==> src/rtl/vramp_pkg.sv <==
package vramp_pkg;
  typedef enum logic {LVL_LOW = 1'b0, LVL_HIGH = 1'b1} lvl_e;
  localparam logic [1:0] PL_CODE_LOW  = 2'd0;
  localparam logic [1:0] PL_CODE_HIGH = 2'd2;
endpackage

==> src/rtl/vramp_req.sv <==
module vramp_req
  import vramp_pkg::*;
(
  input  logic       clk,
  input  logic       rst_n,
  input  logic       pl_we,
  input  logic [1:0] pl_code,
  input  logic       stby,
  input  logic       task_act,
  output logic       accept,
  output logic       accept_hi,
  output lvl_e       tgt_lvl
);
  lvl_e sel_q;

  // only the two defined level codes are accepted
  always_comb begin
    accept    = pl_we && (pl_code == PL_CODE_LOW || pl_code == PL_CODE_HIGH);
    accept_hi = pl_we && (pl_code == PL_CODE_HIGH);
  end

  always_ff @(posedge clk or negedge rst_n) begin
    if (!rst_n)      sel_q <= LVL_LOW;
    else if (accept) sel_q <= accept_hi ? LVL_HIGH : LVL_LOW;
  end

  // standby without a running task parks the core at the low level
  always_comb tgt_lvl = (stby && !task_act) ? LVL_LOW : sel_q;
endmodule

==> src/rtl/vramp_timer.sv <==
module vramp_timer #(
  parameter int TICKS_PER_US = 4,
  parameter int PER_W        = 2
) (
  input  logic             clk,
  input  logic             rst_n,
  input  logic             run,
  input  logic [PER_W-1:0] per_sel,
  output logic             fire
);
  localparam int MAX_P = TICKS_PER_US << ((1 << PER_W) - 1);
  localparam int CW    = $clog2(MAX_P + 1);

  logic [CW-1:0] cnt;
  logic [CW-1:0] last;

  always_comb begin
    last = CW'((TICKS_PER_US << per_sel) - 1);
    fire = run && (cnt == last);
  end

  always_ff @(posedge clk or negedge rst_n) begin
    if (!rst_n)         cnt <= '0;
    else if (!run)      cnt <= '0;
    else if (cnt == last) cnt <= '0;
    else                cnt <= cnt + 1'b1;
  end
endmodule

==> src/rtl/vramp_stepper.sv <==
module vramp_stepper #(
  parameter int CODE_W = 8,
  parameter int HGT_W  = 2,
  parameter logic [CODE_W-1:0] LOW_CODE = 8'd180
) (
  input  logic              clk,
  input  logic              rst_n,
  input  logic [CODE_W-1:0] tgt_code,
  input  logic [HGT_W-1:0]  step_hgt,
  input  logic              fire,
  output logic [CODE_W-1:0] vcode,
  output logic              at_tgt
);
  logic [CODE_W-1:0] step_amt;
  logic [CODE_W-1:0] gap;
  logic [CODE_W-1:0] nxt;
  logic              going_up;

  always_comb begin
    step_amt = CODE_W'(1) << step_hgt;
    going_up = tgt_code > vcode;
    gap      = going_up ? (tgt_code - vcode) : (vcode - tgt_code);
    at_tgt   = (gap == '0);
    if (gap <= step_amt)  nxt = tgt_code;      // clamp the last step
    else if (going_up)    nxt = vcode + step_amt;
    else                  nxt = vcode - step_amt;
  end

  always_ff @(posedge clk or negedge rst_n) begin
    if (!rst_n)    vcode <= LOW_CODE;
    else if (fire) vcode <= nxt;
  end
endmodule

==> src/rtl/vramp_flag.sv <==
module vramp_flag (
  input  logic clk,
  input  logic rst_n,
  input  logic accept,
  input  logic accept_hi,
  input  logic tgt_hi,
  input  logic at_high,
  input  logic rdy_clr,
  input  logic rdy_ie,
  output logic pl_rdy,
  output logic irq
);
  logic armed;
  logic set_ev;

  always_comb set_ev = tgt_hi && armed && at_high;

  always_ff @(posedge clk or negedge rst_n) begin
    if (!rst_n)                     armed <= 1'b0;
    else if (!tgt_hi)               armed <= 1'b0;
    else if (armed && at_high)      armed <= 1'b0;
    else if (accept_hi || !at_high) armed <= 1'b1;
  end

  always_ff @(posedge clk or negedge rst_n) begin
    if (!rst_n)       pl_rdy <= 1'b0;
    else if (accept)  pl_rdy <= 1'b0;
    else if (set_ev)  pl_rdy <= 1'b1;
    else if (rdy_clr) pl_rdy <= 1'b0;
  end

  always_comb irq = pl_rdy && rdy_ie;
endmodule

==> src/rtl/core_vramp_seq.sv <==
module core_vramp_seq
  import vramp_pkg::*;
#(
  parameter int CODE_W       = 8,
  parameter int HGT_W        = 2,
  parameter int PER_W        = 2,
  parameter int TICKS_PER_US = 4,
  parameter logic [CODE_W-1:0] LOW_CODE  = 8'd180,
  parameter logic [CODE_W-1:0] HIGH_CODE = 8'd240
) (
  input  logic              clk,
  input  logic              rst_n,
  input  logic              pl_we,
  input  logic [1:0]        pl_code,
  input  logic              stby,
  input  logic              task_act,
  input  logic [HGT_W-1:0]  step_hgt,
  input  logic [PER_W-1:0]  step_per,
  input  logic              rdy_clr,
  input  logic              rdy_ie,
  output logic [CODE_W-1:0] vcode,
  output logic              pl_rdy,
  output logic              irq
);
  logic              accept;
  logic              accept_hi;
  lvl_e              tgt_lvl;
  logic [CODE_W-1:0] tgt_code;
  logic              at_tgt;
  logic              fire;
  logic              at_high;

  vramp_req u_req (
    .clk(clk), .rst_n(rst_n), .pl_we(pl_we), .pl_code(pl_code),
    .stby(stby), .task_act(task_act),
    .accept(accept), .accept_hi(accept_hi), .tgt_lvl(tgt_lvl)
  );

  always_comb tgt_code = (tgt_lvl == LVL_HIGH) ? HIGH_CODE : LOW_CODE;

  vramp_timer #(.TICKS_PER_US(TICKS_PER_US), .PER_W(PER_W)) u_timer (
    .clk(clk), .rst_n(rst_n), .run(!at_tgt), .per_sel(step_per), .fire(fire)
  );

  vramp_stepper #(.CODE_W(CODE_W), .HGT_W(HGT_W), .LOW_CODE(LOW_CODE)) u_step (
    .clk(clk), .rst_n(rst_n), .tgt_code(tgt_code), .step_hgt(step_hgt),
    .fire(fire), .vcode(vcode), .at_tgt(at_tgt)
  );

  always_comb at_high = (vcode == HIGH_CODE);

  vramp_flag u_flag (
    .clk(clk), .rst_n(rst_n), .accept(accept), .accept_hi(accept_hi),
    .tgt_hi(tgt_lvl == LVL_HIGH), .at_high(at_high),
    .rdy_clr(rdy_clr), .rdy_ie(rdy_ie), .pl_rdy(pl_rdy), .irq(irq)
  );
endmodule

==> config.mk <==
export PLATFORM = sky130hd
export DESIGN_NAME = core_vramp_seq
export DESIGN_NICKNAME = d
export VERILOG_FILES = /design/src/rtl/vramp_pkg.sv /design/src/rtl/vramp_req.sv /design/src/rtl/vramp_timer.sv /design/src/rtl/vramp_stepper.sv /design/src/rtl/vramp_flag.sv /design/src/rtl/core_vramp_seq.sv
export SDC_FILE = /design/constraint.sdc
export NUM_CORES = 1
export LEC_CHECK = 0
export BUFFER_PORTS_ARGS = -buffer_cell sky130_fd_sc_hd__buf_2
export CAP_MARGIN = 40
export CORE_MARGIN = 2
export CORE_UTILIZATION = 52
export DETAILED_ROUTE_END_ITERATION = 8
export PLACE_DENSITY = 0.82
export SLEW_MARGIN = 20
export SYNTH_ARGS = -nofsm -noshare
export SYNTH_HDL_FRONTEND = slang
export SYNTH_SLANG_ARGS = --single-unit
==> constraint.sdc <==
create_clock -name clk -period 3.6 [get_ports clk]
set_input_delay 0.36 -clock clk [delete_from_list [all_inputs] [get_ports clk]]
set_output_delay 0.36 -clock clk [all_outputs]
set_load 0.1 [all_outputs]
# Yosys cells after proc, flatten, opt, wreduce, memory -nomap -nowiden
# Index checks and enable logic that the tools add are counted.
[op_classes]
addsub = 6
order_cmp = 2
eq_ne = 4
n_shift = 2
mux = 14
reduce_logical = 16
[ops]
columns = ["op", "n"]
rows = [
  ["$mux 8", 3],
  ["$sub 8x8->8", 3],
  ["$mux 6", 2],
  ["$add 8x8->8", 1],
  ["$eq 8x8->1 const B", 1],
  ["$gt 8x8->1", 1],
  ["$le 8x8->1", 1],
  ["$logic_and 1x1->1", 8],
  ["$logic_not 8->1", 1],
  ["$mux 1", 8],
  ["$shl 1x2->8 const A", 1],
  ["$mux 7", 1],
  ["$add 6x1->6 const B", 1],
  ["$eq 6x6->1", 1],
  ["$shl 3x2->6 const A", 1],
  ["$sub 6x2->6 const B", 1],
  ["$logic_not 1->1", 3],
  ["$ne 3x3->1 const B", 1],
  ["$reduce_bool 3->1", 1],
  ["$eq 2x2->1 const B", 1],
  ["$logic_not 2->1", 1],
  ["$logic_or 1x1->1", 2],
]
[totals]
ff_bits = 17
input_bits = 13
output_inout_bits = 10
word_cells = 49

# Depth between registers and ports, before layout
# Gate-level depths: netlist of the first run.
[logic_depth]
depth_word = 9
ltp_mapped = 19
ltp_nobuf = 18

# By module
# A second synthesis of the first run with hierarchy kept.
[unflattened]
cells_unflattened = 266
area_unflattened_um2 = 2218.4
[modules_own_cells]
columns = ["module", "instances", "cells_each", "area_each_um2"]
rows = [
  ["vramp_stepper", 1, 211, 1687.9],
  ["vramp_timer", 1, 34, 339.1],
  ["vramp_flag", 1, 8, 86.3],
  ["vramp_req", 1, 6, 72.6],
  ["core_vramp_seq", 1, 7, 32.5],
]

# Worst setup path after synthesis of the first run
# Ideal clock, no wire load.
[synth_timing]
path_kind = "flip-flop to flip-flop"
startpoint = "register u_step.vcode[6]"
endpoint = "register u_step.vcode[6]"
setup_time_ps = 127
arrival_time_ps = 3872
t_required_ps = 3473
path_slack_ps = -398
stages_incl_launch_ff = 17
path_buffers = 1
cell_sequence = "dfrtp_1 > inv_1 > ha_1 > nand3_1 > o32ai_2 > o21ai_2 > buf_6 > nand2_1 > o21ai_0 > fa_1 > nor2b_1 > o21a_1 > o21ai_0 > and3_1 > nor4_1 > mux2i_1 > mux2_4"
[synth_via]
elab_chain_len = 5
elab_cells_between_ends = 12
cone_classes = "4 x add/sub; 2 x order compare; 3 x mux; 3 x reduce/logical"
[synth_rtl]
columns = ["element", "line", "text"]
rows = [
  ["start: declaration", "vramp_stepper.sv:11", "output logic [CODE_W-1:0] vcode,"],
  ["start signal: assignment", "vramp_stepper.sv:31", "else if (fire) vcode <= nxt;"],
  ["branches (longest 5 deep; another with $sub 8x8->8)", "n/a", ""],
]
# Parallel ways; which one is timed is not known.
# A chain may end at the register's enable or synchronous reset.

# Final worst setup path of the first run
[layout_timing]
startpoint = "register u_step.vcode[2]"
endpoint = "register u_step.vcode[6]"
# Same word-level chain as after synthesis.

==> results of run 1 <==
## timing repair
item                                    in CTS  in global routing
buffers inserted                             0                  1
endpoints found under the setup margin       0                  3
hold endpoints to repair                    13                  0
hold buffers                                 1                  0
resized for setup                            0                  8
## area by class of cell
type                    count  area, µm²  area share, %
multi-input cells         142       1126          60.04
inverters                  16      60.06          3.202
clock inverters             1      5.005         0.2668
flip-flops and latches     17      440.4          23.48
clock buffers               3      22.52          1.201
repair buffers             31      180.2          9.606
well taps                  33      41.29          2.201
## power breakdown
part           switching, mW  total [mW]  leakage, nW  internal, mW
sequential             0.107       0.391        0.199         0.284
combinational          0.767        1.21        0.658         0.442
clock                 0.0719       0.113       0.0177        0.0416
## cell families after synthesis
kind of cell / after synthesis / share of synthesized area, %
DFF: 17 / 27.13
AOI/OAI and AO/OA: 36 / 16.33
buffers and inverters: 18 / 5.205
and+or+nand+nor: 65 / 21.69
xor gates and xnor gates: 10 / 5.521
muxes: 12 / 8.675
adders and majority gates: 19 / 15.46
## how the worst max path moves through the flow
stage / start / endpoint / slack, ns / cells after the start
3_3_place_gp: stby / u_step.vcode[7] / 0.18 / 18
5_1_grt: u_step.vcode[2] / u_step.vcode[6] / 0.02 / 15
2_1_floorplan: u_step.vcode[6] / u_step.vcode[6] / 0.04 / 16
4_1_cts: u_step.vcode[2] / u_step.vcode[6] / 0.14 / 14
3_5_place_dp: stby / u_step.vcode[6] / 0.09 / 18
6_report: u_step.vcode[2] / u_step.vcode[6] / 0.16 / 15
## per-layer routing
metal / part of all wire (%) / global-route usage [%]
met5: 0 / 0
met1: 45 / 29.52
met3: 4.6 / 3.930
met4: 0.89 / 4.870
met2: 49 / 37.21
## Yosys cell counts, drive strengths merged (3+ instances only)
library cell,n
ha,18
nor2,17
inv,16
dfrtp,13
o21ai,13
nand2,12
xnor2,8
mux2i,7
a21oi,6
nand3,6
mux2,5
and2,4
dfstp,4
nand2b,4
nand3b,4
nor2b,4
nand4,3
o21a,3
## critical path, stage by stage (launching register included)
cell and delay [ns]:
sky130_fd_sc_hd__dfstp_4 0.65, sky130_fd_sc_hd__inv_2 0.07, sky130_fd_sc_hd__ha_4 0.29, sky130_fd_sc_hd__nand2_1 0.11, sky130_fd_sc_hd__o32ai_2 0.32, sky130_fd_sc_hd__o21ai_2 0.14
sky130_fd_sc_hd__nand2_1 0.08, sky130_fd_sc_hd__o21ai_1 0.09, sky130_fd_sc_hd__fa_2 0.37, sky130_fd_sc_hd__nor2b_1 0.16, sky130_fd_sc_hd__o21a_1 0.14, sky130_fd_sc_hd__o21ai_1 0.09
sky130_fd_sc_hd__and3_1 0.19, sky130_fd_sc_hd__nor4_2 0.26, sky130_fd_sc_hd__mux2i_1 0.11, sky130_fd_sc_hd__mux2_4 0.26
## cells in the final DEF, fill, tap and decap left out, drive strengths merged, types with 3 or more instances in the layout
master / instances
mux2: 5
a21oi: 6
clkbuf: 3
nand3b: 4
nor2b: 4
buf: 30
nor2: 17
mux2i: 7
nand2b: 4
nand4: 3
nand2: 12
nand3: 6
dfstp: 4
dfrtp: 13
o21a: 3
ha: 18
o21ai: 13
and2: 4
inv: 16
xnor2: 8
## flip-flops by register name (all words and copies together), names as in the netlist
| register | cells |
|---|---|
| u_flag.pl_rdy | 1 |
| u_step.vcode | 8 |
| u_flag.armed | 1 |
| u_timer.cnt | 6 |
| u_req.sel_q | 1 |
## per-stage QoR
step | cells | power [mW] | utilization (%) | setup slack (ns) | instance area [µm²]
6_report | 243 | 1.714 | 62.98 | 0.1572 | 1876
5_1_grt | 243 | 1.843 | 62.98 | 0.01733 | 1876
4_1_cts | 242 | 1.663 | 61.85 | 0.1449 | 1842
3_5_place_dp | 237 | 1.539 | 60.59 | 0.08665 | 1804
3_3_place_gp | 237 | 1.506 | 60.59 | 0.1798 | 1804
2_1_floorplan | 177 | 1.305 | - | 0.03512 | 1623
==> impl_results.rst, run 1 <==
.. list-table::
   :header-rows: 1

   * - Metric
     - Value
   * - Area fraction of the dominant cell type after synthesis
     - 20.50%
   * - Post-Route Setup TNS
     - 0 ns
   * - Final Hold Slack
     - 0.2878 ns
   * - Maximum fanout encountered on the critical timing path
     - 5
   * - Count of max-cap constraint violations
     - 0
   * - Relative slew slack
     - 48.52%
   * - Initial cell density of the core
     - 53.28%
   * - Fillers
     - 252
   * - YS warnings
     - 0
   * - Die H
     - 59.24 µm
   * - Avg Inst Size Synth
     - 8.963 µm²
   * - Maximum buffer depth of the clock tree
     - 2
   * - Unique cell type count in the Yosys netlist
     - 46
   * - Tightest Hold Check Type
     - in -> reg
   * - Reg-to-Reg Start
     - u_step.vcode[2]
   * - Peak supply drop
     - 600.8 µV
   * - Total global routing overflow
     - 0
   * - Buffer type at the clock tree root
     - sky130_fd_sc_hd__clkbuf_4
   * - Kind of critical path
     - reg -> reg
   * - Via count of the first global-routing pass
     - 1294
   * - Signed area change from the synthesized netlist to the final layout
     - 18.22%
   * - Die outline area
     - 3509 µm²
   * - Count of antenna diodes in the layout
     - 0
   * - Ratio of total power to cell area
     - 913.8 nW/µm²
   * - Avg WL per Cell
     - 14.80 µm
   * - Startpoint type of the worst setup path
     - register
   * - Number of vias per cell
     - 5.782
   * - Actual transition at the worst max-transition pin
     - 0.7657 ns
   * - DRC marker count from the first detailed-route iteration
     - 58
   * - Number of antenna violations at the first check in global routing
     - 0
   * - Register bit count reported by yosys
     - 17
   * - Register-to-register path setup slack
     - 0.16 ns
   * - Highest clock rate
     - 0.2905 GHz
   * - Number of levels in the clock H-tree
     - 1
   * - Num rows
     - 20
   * - Synth async-reset ratio
     - 100.0%
   * - CTS tree
     - done
   * - Overall via count from detail_route
     - 1405
   * - Sequential element share of the synthesized area
     - 27.13%
   * - Wire length of the first global-routing pass
     - 5885 µm
   * - Number of nets at the end of the flow
     - 243
   * - Post-synth top flop
     - sky130_fd_sc_hd__dfrtp_1
   * - Clock insertion delay at the later pin of the skew report
     - 0.32 ns
   * - Data required time at the worst endpoint
     - 3.80 ns
   * - Largest net degree at the start of global routing
     - 18
   * - Aggregate routed wire length
     - 3597 µm
   * - Number of clock sinks
     - 17
   * - Inserted Clock Buffers
     - 3
   * - Dominant cells by area after synthesis
     - sky130_fd_sc_hd__dfrtp_1, sky130_fd_sc_hd__ha_1, sky130_fd_sc_hd__dfstp_2, sky130_fd_sc_hd__mux2i_1, sky130_fd_sc_hd__xnor2_1
   * - DRC
     - 0
   * - Number of buffer cells added on primary ports
     - 22
   * - Cell accounting for the most synthesized area
     - sky130_fd_sc_hd__dfrtp_1
   * - LEAKAGE
     - 0.8751 nW
   * - Fraction of layout instances using a drive strength above 1
     - 30.95%
   * - Launch point of the worst hold path
     - pl_code[1]
   * - Net Count, Synth
     - 209
   * - Boundary Pins
     - 23
   * - Crit path DAT
     - 3.64 ns
   * - Worst clock skew
     - 0.01603 ns
   * - Post-Synthesis Cell Area
     - 1587 µm²
   * - Global router's overall resource usage
     - 22.13%
   * - Weighted congestion at the end of routability-driven global placement
     - 0.9081
   * - Depth of the most critical reg-to-reg path
     - 15
   * - Status
     - finished clean
   * - Number of slew-limit violations in the final report
     - 0
   * - Die Width
     - 59.24 µm
   * - Reg-to-reg critical path endpoint
     - u_step.vcode[6]
   * - Worst Hold End
     - u_req.sel_q
   * - Number of iterations in the first detailed-routing pass
     - 4
   * - Post-route clock period utilization
     - 95.63%
   * - Endpoint kind of the worst setup timing path
     - register
   * - Hpwl dp
     - 2739 µm
   * - Clock-pin slew reported for the worst setup and hold paths after clock tree synthesis
     - 0.12 ns
   * - RSZ-0062 raised after global routing
     - false
   * - Floorplan core area
     - 2978 µm²
   * - Post-synthesis cell count
     - 177
   * - Hold depth
     - 2
   * - Final setup viols
     - 0
   * - Hold violation count in the final report
     - 0
   * - Count of flip-flops with a built-in enable after synthesis
     - 0
   * - Number of nets with antenna violations after detailed routing
     - 0
   * - Period minus WS final
     - 3.443 ns
Note: power is estimated with default switching activity, not from simulation.
==> inputs of run 2 (changes only) <==
- MAX_ROUTING_LAYER: default -> met4
==> run 2 against run 1 <==
  * Maximum frequency grew 2.0%
  * Final area is 1.8% lower
  * Non-clock buffer count is 1 lower
  * Global-route usage rose by 1.5 points
  * Die area is the same
  * Register-to-register slack gained 0.07 ns
  * Total power decreased by 2.9%
  * Via count down 0.64%
  * Worst setup slack improved by 0.067 ns
  * Critical path type unchanged
  * Critical endpoint unchanged
==> impl_results.rst, run 2 (same netlist as run 1, synthesis figures left out) <==
.. list-table::
   :header-rows: 1

   * - Metric
     - Value
   * - CTS tree
     - done (unchanged)
   * - Register-to-register path setup slack
     - 0.22 ns (was 0.16 ns)
   * - Hold depth
     - 2 (unchanged)
   * - Endpoint kind of the worst setup timing path
     - register (unchanged)
   * - Count of antenna diodes in the layout
     - 0 (unchanged)
   * - Total global routing overflow
     - 0 (unchanged)
   * - Die outline area
     - 3509 µm² (unchanged)
   * - Avg WL per Cell
     - 14.70 µm (was 14.80 µm)
   * - Weighted congestion at the end of routability-driven global placement
     - 0.9225 (was 0.9081)
   * - Number of iterations in the first detailed-routing pass
     - 4 (unchanged)
   * - Crit path DAT
     - 3.58 ns (was 3.64 ns)
   * - Post-route clock period utilization
     - 93.78% (was 95.63%)
   * - Post-Place Setup Slack
     - 0.1155 ns (was 0.08665 ns)
   * - Longest individual stage delay on the worst path
     - 0.64 ns (was 0.65 ns)
   * - Number of antenna violations at the first check in global routing
     - 0 (unchanged)
   * - Register name with the most flops
     - u_step.vcode (unchanged)
   * - Buffer count from post-CTS setup fixing
     - 0 (unchanged)
   * - Ratio of total power to cell area
     - 903.8 nW/µm² (was 913.8 nW/µm²)
   * - Buffer type at the clock tree root
     - sky130_fd_sc_hd__clkbuf_4 (unchanged)
   * - Final Hold Slack
     - 0.2895 ns (was 0.2878 ns)
   * - Leading cell types in the layout, fill and taps excluded
     - sky130_fd_sc_hd__buf_2, sky130_fd_sc_hd__nor2_1, sky130_fd_sc_hd__ha_1, sky130_fd_sc_hd__inv_1, sky130_fd_sc_hd__nand2_1 (unchanged)
   * - Status
     - finished clean (unchanged)
   * - Clock insertion delay at the later pin of the skew report
     - 0.32 ns (about the same)
   * - Signed area change from the synthesized netlist to the final layout
     - 16.09% (was 18.22%)
   * - Maximum fanout encountered on the critical timing path
     - 5 (unchanged)
   * - Leading cell type in the layout, fill and taps excluded
     - sky130_fd_sc_hd__buf_2 (unchanged)
   * - DRC marker count from the first detailed-route iteration
     - 80 (was 58)
   * - Post-Route Setup TNS
     - 0 ns (unchanged)
   * - Kind of critical path
     - reg -> reg (unchanged)
   * - Overall via count from detail_route
     - 1396 (was 1405)
   * - Library cell appearing most often on the critical path
     - sky130_fd_sc_hd__o21a_1
   * - Largest registers in the final layout
     - u_step.vcode (8), u_timer.cnt (6) (unchanged)
   * - Tightest Hold Check Type
     - in -> reg (unchanged)
   * - Number of vias per cell
     - 5.769 (was 5.782)
   * - Data required time at the worst endpoint
     - 3.80 ns (about the same)
   * - Worst clock skew
     - 0.01205 ns (was 0.01603 ns)
   * - Number of nets at the end of the flow
     - 242 (was 243)
   * - Actual transition at the worst max-transition pin
     - 0.8022 ns (was 0.7657 ns)
   * - Number of levels in the clock H-tree
     - 1 (unchanged)
   * - Global router's overall resource usage
     - 23.60% (was 22.13%)
   * - DRC
     - 0 (unchanged)
   * - Maximum buffer depth of the clock tree
     - 2 (unchanged)
   * - Die H
     - 59.24 µm (unchanged)
   * - Period minus WS final
     - 3.376 ns (was 3.443 ns)
   * - Clock-pin slew reported for the worst setup and hold paths after clock tree synthesis
     - 0.12 ns (about the same)
   * - Fillers
     - 251 (was 252)
   * - Floorplan core area
     - 2978 µm² (unchanged)
   * - List of cells traversed by the critical path
     - inv_2, ha_4, a21oi_1, o21a_1, o21ai_2, o21ai_1, fa_2, nor2b_1, o21a_1, o21ai_0, and3_1, nor4_1, mux2i_1, mux2_4 (was inv_2, ha_4, nand2_1, o32ai_2, o21ai_2, nand2_1, o21ai_1, fa_2, nor2b_1, o21a_1, o21ai_1, and3_1, nor4_2, mux2i_1, mux2_4)
   * - Aggregate routed wire length
     - 3557 µm (was 3597 µm)
   * - Initial cell density of the core
     - 53.28% (unchanged)
   * - Multi-input gate area in the final layout
     - 1100 µm² (was 1126 µm²)
   * - Num rows
     - 20 (unchanged)
   * - Highest clock rate
     - 0.2962 GHz (was 0.2905 GHz)
   * - Fraction of layout instances using a drive strength above 1
     - 28.23% (was 30.95%)
   * - Startpoint type of the worst setup path
     - register (unchanged)
   * - RSZ-0062 raised after global routing
     - false (unchanged)
   * - Slowest cell on crit path
     - sky130_fd_sc_hd__dfstp_4 (unchanged)
   * - Die Width
     - 59.24 µm (unchanged)
   * - Via count of the first global-routing pass
     - 1302 (was 1294)
   * - Depth of the most critical reg-to-reg path
     - 14 (was 15)
   * - Register cell area after layout
     - 440.4 µm² (unchanged)
   * - Hpwl dp
     - 2785 µm (was 2739 µm)
   * - Boundary Pins
     - 23 (unchanged)
   * - Number of buffer cells added on primary ports
     - 22 (unchanged)
   * - Inserted Clock Buffers
     - 3 (unchanged)
   * - Count of max-cap constraint violations
     - 0 (unchanged)
   * - LEAKAGE
     - 0.8665 nW (was 0.8751 nW)
   * - Flip-flop count of the largest register, all copies and words added
     - 8 (unchanged)
   * - Wire length of the first global-routing pass
     - 6016 µm (was 5885 µm)
   * - Final setup viols
     - 0 (unchanged)
   * - Largest net degree at the start of global routing
     - 18 (unchanged)
   * - Final worst slack
     - 0.2240 ns (was 0.1572 ns)
   * - Number of nets with antenna violations after detailed routing
     - 0 (unchanged)
   * - Relative slew slack
     - 46.07% (was 48.52%)
   * - Peak supply drop
     - 568.1 µV (was 600.8 µV)
   * - Number of slew-limit violations in the final report
     - 0 (unchanged)
   * - Number of clock sinks
     - 17 (unchanged)
   * - Hold violation count in the final report
     - 0 (unchanged)
## run 2: cell count changes in the layout (fill, tap and decap cells not counted), sizes merged
cell and delta:
buf -1
## run 2: report_power, final
part / switching (mW) / internal [mW] / leakage (nW) / total (mW)
registers: 0.104 / 0.284 / 0.199 / 0.389
logic: 0.743 / 0.419 / 0.650 / 1.16
clock network: 0.0729 / 0.0416 / 0.0177 / 0.115
total: 0.920 / 0.745 / 0.867 / 1.66
## run 2: what timing repair did
| item | in CTS | in global routing |
|---|---|---|
| hold endpoints to repair | 13 | 0 |
| hold buffers | 1 | 0 |
| resized for setup | 0 | 2 |
| setup endpoints to repair | 0 | 2 |
## run 2: routing by layer
metal	vias up	share of wire (%)	global-route usage (%)
met5	-	0	-
met3	5	4.2	4.367
met2	36	50	39.40
met1	656	44	28.90
met4	0	1.4	6.818
li1	699	-	-
## run 2: worst paths after layout
kind / from / end
max in group asynchronous: rst_n / u_step.vcode[7]
setup / recovery: u_step.vcode[2] / u_step.vcode[6]
hold / removal: pl_code[1] / u_req.sel_q
hold reg to reg: u_timer.cnt[0] / u_timer.cnt[0]
setup reg to reg: u_step.vcode[2] / u_step.vcode[6]
min in group asynchronous: rst_n / u_step.vcode[3]
## run 2: metrics by stage
stage / total power, mW / util [%] / cells / area, µm²
floorplan: 1.305 / - / 177 / 1623
global placement: 1.507 / 60.59 / 237 / 1804
detailed placement: 1.542 / 60.59 / 237 / 1804
CTS: 1.667 / 61.85 / 242 / 1842
global route: 1.798 / 61.85 / 242 / 1842
finish: 1.665 / 61.85 / 242 / 1842
## run 2: cell type report
cell class	count	share of cell area, %
inverter	16	3.261
sequential	17	23.91
clock buffer	3	1.223
clock inverter	1	0.2717
timing repair buffer	30	9.375
tap	33	2.242
multi-input combinational	142	59.71
## run 2: worst max-delay path: cells and delay by family (launching register included)
kind	cells	cell delay, ns
adders and majority gates	2	0.68
and+or+nand+nor	3	0.59
DFF	1	0.64
AOI/OAI and AO/OA	6	0.89
muxes	2	0.37
buffers and inverters	1	0.07
